File: src/rtl/brirq_pkg.sv
package brirq_pkg;

    typedef enum logic [1:0] {
        BK_EQ = 2'b00,
        BK_NE = 2'b01,
        BK_LT = 2'b10,
        BK_GT = 2'b11
    } br_kind_e;

    localparam int unsigned KIND_W = 2;

endpackage

File: src/rtl/brirq_cond.sv
module brirq_cond
    import brirq_pkg::*;
(
    input  logic [KIND_W-1:0] kind,
    input  logic              flag_z,
    input  logic              flag_lt,
    output logic              met
);

    br_kind_e kind_e;

    always_comb begin
        kind_e = br_kind_e'(kind);
        unique case (kind_e)
            BK_EQ:   met = flag_z;
            BK_NE:   met = !flag_z;
            BK_LT:   met = flag_lt;
            BK_GT:   met = !flag_lt && !flag_z;
            default: met = 1'b0;
        endcase
    end

endmodule

File: src/rtl/brirq_pend.sv
module brirq_pend (
    input  logic clk,
    input  logic rst_n,
    input  logic irq_req,
    input  logic take,
    output logic pending
);

    logic pend_d;
    logic pend_q;

    always_comb begin
        pend_d = (pend_q || irq_req) && !take;
    end

    always_ff @(posedge clk) begin
        if (!rst_n) pend_q <= 1'b0;
        else        pend_q <= pend_d;
    end

    assign pending = pend_q || irq_req;

    // a pending request survives until it is taken
    assert_pend_hold_R7: assert property (@(posedge clk) disable iff (!rst_n)
        (pend_q && !take) |=> pend_q);

    // a new request that is not taken at once becomes pending
    assert_pend_latch_R7: assert property (@(posedge clk) disable iff (!rst_n)
        (irq_req && !take) |=> pend_q);

    // accepting the interrupt clears its pending state
    assert_pend_clear_R12: assert property (@(posedge clk) disable iff (!rst_n)
        (take && !irq_req) |=> !pend_q);

endmodule

File: src/rtl/brirq_seq.sv
module brirq_seq
    import brirq_pkg::*;
#(
    parameter int unsigned     AW  = 16,
    parameter logic [AW-1:0]   VEC = 16'h0004
) (
    input  logic              clk,
    input  logic              rst_n,
    input  logic              br_en,
    input  logic [KIND_W-1:0] br_kind,
    input  logic              flag_z,
    input  logic              flag_lt,
    input  logic [AW-1:0]     br_disp,
    input  logic [AW-1:0]     pc_cur,
    input  logic              insn_done,
    input  logic              irq_req,
    input  logic              ien,
    input  logic              reti,
    input  logic [AW-1:0]     ira_val,
    output logic              br_taken,
    output logic              pc_load,
    output logic [AW-1:0]     pc_next,
    output logic              ira_we,
    output logic [AW-1:0]     ira_wdata,
    output logic              ien_set,
    output logic              ien_clr
);

    typedef struct packed {
        logic          br_taken;
        logic          pc_load;
        logic [AW-1:0] pc_next;
        logic          ira_we;
        logic [AW-1:0] ira_wdata;
        logic          ien_set;
        logic          ien_clr;
    } seq_out_t;

    seq_out_t out_d;
    seq_out_t out_q;

    logic          cond_met;
    logic          pending;
    logic          br_hit;
    logic          reti_go;
    logic          irq_go;
    logic [AW-1:0] br_tgt;

    brirq_cond u_cond (
        .kind    (br_kind),
        .flag_z  (flag_z),
        .flag_lt (flag_lt),
        .met     (cond_met)
    );

    brirq_pend u_pend (
        .clk     (clk),
        .rst_n   (rst_n),
        .irq_req (irq_req),
        .take    (irq_go),
        .pending (pending)
    );

    always_comb begin
        br_tgt  = pc_cur + br_disp;
        br_hit  = br_en && cond_met;
        reti_go = insn_done && reti;
        irq_go  = insn_done && ien && pending && !reti;

        out_d          = '0;
        out_d.br_taken = br_hit;
        if (reti_go) begin
            out_d.pc_load = 1'b1;
            out_d.pc_next = ira_val;
            out_d.ien_set = 1'b1;
        end else if (irq_go) begin
            out_d.pc_load   = 1'b1;
            out_d.pc_next   = VEC;
            out_d.ira_we    = 1'b1;
            out_d.ira_wdata = br_hit ? br_tgt : pc_cur;
            out_d.ien_clr   = 1'b1;
        end else if (br_hit) begin
            out_d.pc_load = 1'b1;
            out_d.pc_next = br_tgt;
        end
    end

    always_ff @(posedge clk) begin
        if (!rst_n) out_q <= '0;
        else        out_q <= out_d;
    end

    assign br_taken  = out_q.br_taken;
    assign pc_load   = out_q.pc_load;
    assign pc_next   = out_q.pc_next;
    assign ira_we    = out_q.ira_we;
    assign ira_wdata = out_q.ira_wdata;
    assign ien_set   = out_q.ien_set;
    assign ien_clr   = out_q.ien_clr;

    assert_ien_excl_R13: assert property (@(posedge clk) disable iff (!rst_n)
        !(ien_set && ien_clr));

    assert_entry_outputs_R6: assert property (@(posedge clk) disable iff (!rst_n)
        ira_we |-> (ien_clr && pc_load && pc_next == VEC));

    assert_entry_boundary_R6: assert property (@(posedge clk) disable iff (!rst_n)
        (insn_done && ien && !reti && irq_req) |=> ira_we);

    assert_no_entry_disabled_R6: assert property (@(posedge clk) disable iff (!rst_n)
        (!insn_done || !ien || reti) |=> !ira_we);

    assert_reti_R8: assert property (@(posedge clk) disable iff (!rst_n)
        (insn_done && reti) |=> (pc_load && ien_set && !ira_we && pc_next == $past(ira_val)));

    assert_taken_loads_R5: assert property (@(posedge clk) disable iff (!rst_n)
        br_taken |-> pc_load);

    assert_no_branch_R5: assert property (@(posedge clk) disable iff (!rst_n)
        !br_en |=> !br_taken);

endmodule

File: config.mk
export PLATFORM = sky130hd
export DESIGN_NAME = brirq_seq
export DESIGN_NICKNAME = d
export VERILOG_FILES = /design/src/rtl/brirq_pkg.sv /design/src/rtl/brirq_cond.sv /design/src/rtl/brirq_pend.sv /design/src/rtl/brirq_seq.sv
export SDC_FILE = /design/constraint.sdc
export NUM_CORES = 1
export LEC_CHECK = 0
export BUFFER_PORTS_ARGS = -buffer_cell sky130_fd_sc_hd__buf_4
export CAP_MARGIN = 0
export CORE_MARGIN = 2
export CORE_UTILIZATION = 43
export CTS_BUF_LIST = sky130_fd_sc_hd__clkbuf_2
export CTS_CLUSTER_DIAMETER = 40
export DETAILED_ROUTE_END_ITERATION = 6
export PLACE_DENSITY = 0.78
export SYNTH_ARGS = -nofsm -noshare
export SYNTH_HDL_FRONTEND = slang
export SYNTH_SLANG_ARGS = --single-unit
File: constraint.sdc
create_clock -name clk -period 2.4 [get_ports clk]
set_input_delay 0.72 -clock clk [delete_from_list [all_inputs] [get_ports clk]]
set_output_delay 0.72 -clock clk [all_outputs]
set_load 0.005 [all_outputs]
==> out/results.txt <==
The count of boundary I/O pins was 96; the proportion of synthesized area in mux cells was 5.05%. In the final layout, the multi-input gates occupy 0.00123 mm². TritonCTS built the clock tree. When the netlist entered floorplanning its net count stood at 296. The tools report the distinct cell type count of the synthesized netlist as 45. In this run the mean area of a mapped cell was 8.97 µm². The tools report the number of CTS-inserted buffers as 5. Setup repair after global routing left no endpoint under its margin.

The worst path uses 92.6% of the clock period. After synthesis, the largest family of logic cells by area is compound AO/OA/AOI/OAI gates. The register bit count reported by yosys is 37. The first global-routing pass estimated 9270 µm of wire. In this design, the stage delay of the slowest critical-path cell is 420 ps. Synthesis produced a netlist whose cell count is 221. CTS saw 37 sinks. The type of element launching the critical path was a primary input. Counting the fill cells in the layout gives 362. The largest total area in the synthesized netlist belongs to sky130_fd_sc_hd__dfxtp_1.

Once the floorplan was initialized, standard cells occupied 45.2% of the core. The area fraction in compound gates after synthesis is 22.9%. The total die area was 0.00517 mm². During synthesis, Yosys emitted a total of 0 warnings. The worst setup path is of the in2reg kind. At the end of routability-driven placement, the weighted congestion stood at 0.920.

In this run the vertical extent of the chip is 71.9 µm. The number of global-route vias before repair is 2112, and the area share of xor/xnor cells in the synthesized design is 5.74%. The worst hold path belongs to the class in2reg.

At the worst endpoint, the required time is 2710 ps. The HPWL after detailed placement is 4600 µm. The DRC violation count after routing was 0; the adder-cell share of the synthesized area was 10.5%.

The signal arrival time at the worst endpoint is 2540 ps, and the routed length per placed instance is 14.5 µm. Registers take 741 µm². For this run, asynchronously set or reset flops after synthesis account for 0%. Number of endpoints failing setup at the final stage: 0. Global routing used 23.0% of the available tracks. The global-route congestion overflow total is 0.

Derived from the worst setup path, the maximum achievable clock frequency is 450 MHz. The post-CTS repair timing setup buffer count came out at 0. The H-tree was split into 2 levels. Yosys mapped a number of flops with a built-in enable equal to 0.

For the final core utilization, the log shows 70.9%. Before antenna repair, the detailed router went through 4 iterations. The worst-case IR drop observed on VDD is 0.232 mV.

In this run the horizontal extent of the chip is 71.9 µm. The number of failing hold endpoints at the final stage was 0; the register clock-pin slew on the reported worst setup and hold paths was 190 ps. The post-route antenna net violation count is 0, and the number of DRC violations after detailed-routing iteration 0 is 87.

The tightest hold path in the finished design has a slack of 510 ps. At the pin with the least slew margin, the transition time is 1210 ps. In this run, post-CTS repair resized a total of 0 instances. Summing every instance area after synthesis gives 0.00198 mm². The number of antenna diodes in the final layout is 0.

The hold-fix buffer count after cts was 0; the later-pin clock latency in the skew report was 390 ps. Input and output buffers added on the ports amount to 95. For the number of violations of the max-capacitance limit, the log shows 0. The critical path goes through buf_4, ha_4, a211oi_2, o221ai_2, a2111o_1, buf_4, nand4_1, nand3_1, xnor2_1, o21ai_1.

The core region is 0.00438 mm². Clock tree root buffer cell: sky130_fd_sc_hd__clkbuf_2. The routed via count was 2125; the number of rows in the core area was 24.

The maximum number of buffers from clock root to sink is 2. Of the total synthesized cell area, the portion taken by AND, OR, NAND and NOR gates is 15.3%. The analysis attributes to cell leakage a power of 1.49 nW. The maximum net fanout on the critical path is 3, and the area share of the leading cell type in the synthesized netlist is 37.4%.

The tools report the sequential fraction of the synthesis area as 37.4%. The net count of the finished layout is 426. The run finished with clean final reports. The final critical-path required period was 2220 ps; the largest net degree at the start of global routing was 17. The tools report the initial antenna violation count as 0. The via-per-instance ratio came out at 5.26. The worst setup skew after layout is 8.36 ps, and the proportion of layout cells with a drive suffix above 1 is 42.6%. For this run, the leading register cell type out of synthesis is sky130_fd_sc_hd__dfxtp_1. For this block, the routed nets add up to 5880 µm of wire. The worst slew margin relative to its limit was 18.9%. Among all stages on the critical path, the largest delay is contributed by sky130_fd_sc_hd__a2111o_1. The cell that appears most often on the critical path is sky130_fd_sc_hd__buf_4.

The total power density per cell area was 495 mW/mm²; the signed area change from the synthesized netlist to the final layout was 56.8%. Among cell families on the critical path, the largest total delay comes from compound AO/OA/AOI/OAI gates. Total count of max-transition violations in the final report: 0. Yosys attributes the largest share of cell area to sky130_fd_sc_hd__dfxtp_1 (37%), sky130_fd_sc_hd__ha_1 (9.5%), sky130_fd_sc_hd__a22o_1 (5.3%), sky130_fd_sc_hd__mux2i_1 (5.1%), sky130_fd_sc_hd__nor2_1 (4.5%). STA classifies the critical path endpoint as a flip-flop. The number of buffers and inverters on the critical path is 2.
[power breakdown]
group | switching (mW) | internal, mW | total (mW) | leakage (nW)
clock | 0.214 | 0.178 | 0.392 | 0.0406
sequential | 0.00701 | 0.639 | 0.646 | 0.301
combinational | 0.227 | 0.273 | 0.500 | 1.15
total | 0.448 | 1.09 | 1.54 | 1.49
[per-stage QoR]
step | setup WS (ps) | power [mW] | setup TNS [ps] | std cells | instance area (µm²)
after detailed placement | -243 | 1.15 | -2330 | 396 | 3040
after global placement | -221 | 1.14 | -2040 | 396 | 3040
final | 178 | 1.54 | 0 | 404 | 3110
after CTS | 201 | 1.54 | 0 | 404 | 3110
after floorplan | -45.6 | 0.911 | -49.2 | 221 | 2030
after global routing | 70.1 | 1.62 | 0 | 404 | 3110
[worst reg2reg max path, stage by stage, from the launching register on]
cell,delay [ps]
sky130_fd_sc_hd__dfxtp_1,390
sky130_fd_sc_hd__o21ai_1,80
sky130_fd_sc_hd__or3_1,450
sky130_fd_sc_hd__or4_1,500
sky130_fd_sc_hd__nand3_1,100
[state kept, by name, summed over array words and instances, names as in the netlist]
register       flops
ira_wdata         16
ira_we             1
pc_load            1
ien_set            1
pc_next           16
u_pend.pend_q      1
br_taken           1
[kinds of logic (layout without fill, tap and decap cells)]
| group | Yosys count | in the layout |
|---|---|---|
| fa+ha+maj | 16 | 16 |
| simple gates | 65 | 65 |
| xor+xnor | 13 | 13 |
| compound gates | 65 | 65 |
| mux | 10 | 10 |
| buf+inv | 15 | 146 |
| flops | 37 | 37 |
[layout make-up]
class,count,area share [%]
Sequential cell,37,23.8
Clock inverter,2,1.09
Timing Repair Buffer,131,31.6
Inverter,7,0.845
Clock buffer,6,0.966
Multi-Input combinational cell,169,39.5
Tap cell,52,2.09
[cell usage after synthesis, types with 2 or more instances]
cell type / n
sky130_fd_sc_hd__o21bai_1: 2
sky130_fd_sc_hd__dfxtp_1: 37
sky130_fd_sc_hd__nand4_1: 4
sky130_fd_sc_hd__buf_2: 2
sky130_fd_sc_hd__nand3_1: 7
sky130_fd_sc_hd__clkbuf_1: 5
sky130_fd_sc_hd__nor2b_1: 2
sky130_fd_sc_hd__o21a_1: 4
sky130_fd_sc_hd__and2_1: 2
sky130_fd_sc_hd__ha_1: 15
sky130_fd_sc_hd__o21ai_0: 13
sky130_fd_sc_hd__nor3_1: 4
sky130_fd_sc_hd__o21ai_1: 3
sky130_fd_sc_hd__xnor2_1: 7
sky130_fd_sc_hd__nor2_1: 24
sky130_fd_sc_hd__nand2b_1: 2
sky130_fd_sc_hd__a21oi_1: 14
sky130_fd_sc_hd__inv_1: 7
sky130_fd_sc_hd__a22o_1: 12
sky130_fd_sc_hd__nand2_1: 13
sky130_fd_sc_hd__a31oi_1: 2
sky130_fd_sc_hd__mux2i_1: 10
sky130_fd_sc_hd__and3_1: 2
sky130_fd_sc_hd__a21o_1: 2
sky130_fd_sc_hd__xor2_1: 6
[per-layer routing]
metal | global-route usage, % | vias to the layer above | part of all wire [%]
met3 | 4.31 | 13 | 6.4
met5 | 0 | - | 0
met4 | 10.7 | 0 | 2.3
li1 | - | 1062 | -
met2 | 40.9 | 85 | 52
met1 | 26.6 | 965 | 40
[cells in the final DEF, fill, tap and decap left out, types with 6 or more instances in the layout]
cell type and n:
sky130_fd_sc_hd__inv_1 7, sky130_fd_sc_hd__dfxtp_1 37, sky130_fd_sc_hd__o21ai_0 13, sky130_fd_sc_hd__a21oi_1 11, sky130_fd_sc_hd__a22o_1 12, sky130_fd_sc_hd__nor2_1 24, sky130_fd_sc_hd__xor2_1 6, sky130_fd_sc_hd__mux2i_1 10
sky130_fd_sc_hd__ha_1 12, sky130_fd_sc_hd__nand2_1 13, sky130_fd_sc_hd__clkbuf_2 6, sky130_fd_sc_hd__buf_4 131, sky130_fd_sc_hd__xnor2_1 7, sky130_fd_sc_hd__nand3_1 7
[worst paths after layout]
check | start | depth (start not counted) | slack [ps] | to
setup / recovery | br_disp[6] | 10 | 180 | pc_next[15]$_SDFF_PN0_
hold / removal | ira_val[7] | 3 | 510 | pc_next[7]$_SDFF_PN0_
setup reg to reg | u_pend.pend_q$_SDFF_PN0_ | 4 | 850 | ira_wdata[14]$_SDFF_PP0_
hold reg to reg | u_pend.pend_q$_SDFF_PN0_ | 2 | 580 | u_pend.pend_q$_SDFF_PN0_
No activity file was read; power rests on OpenSTA's default activity.
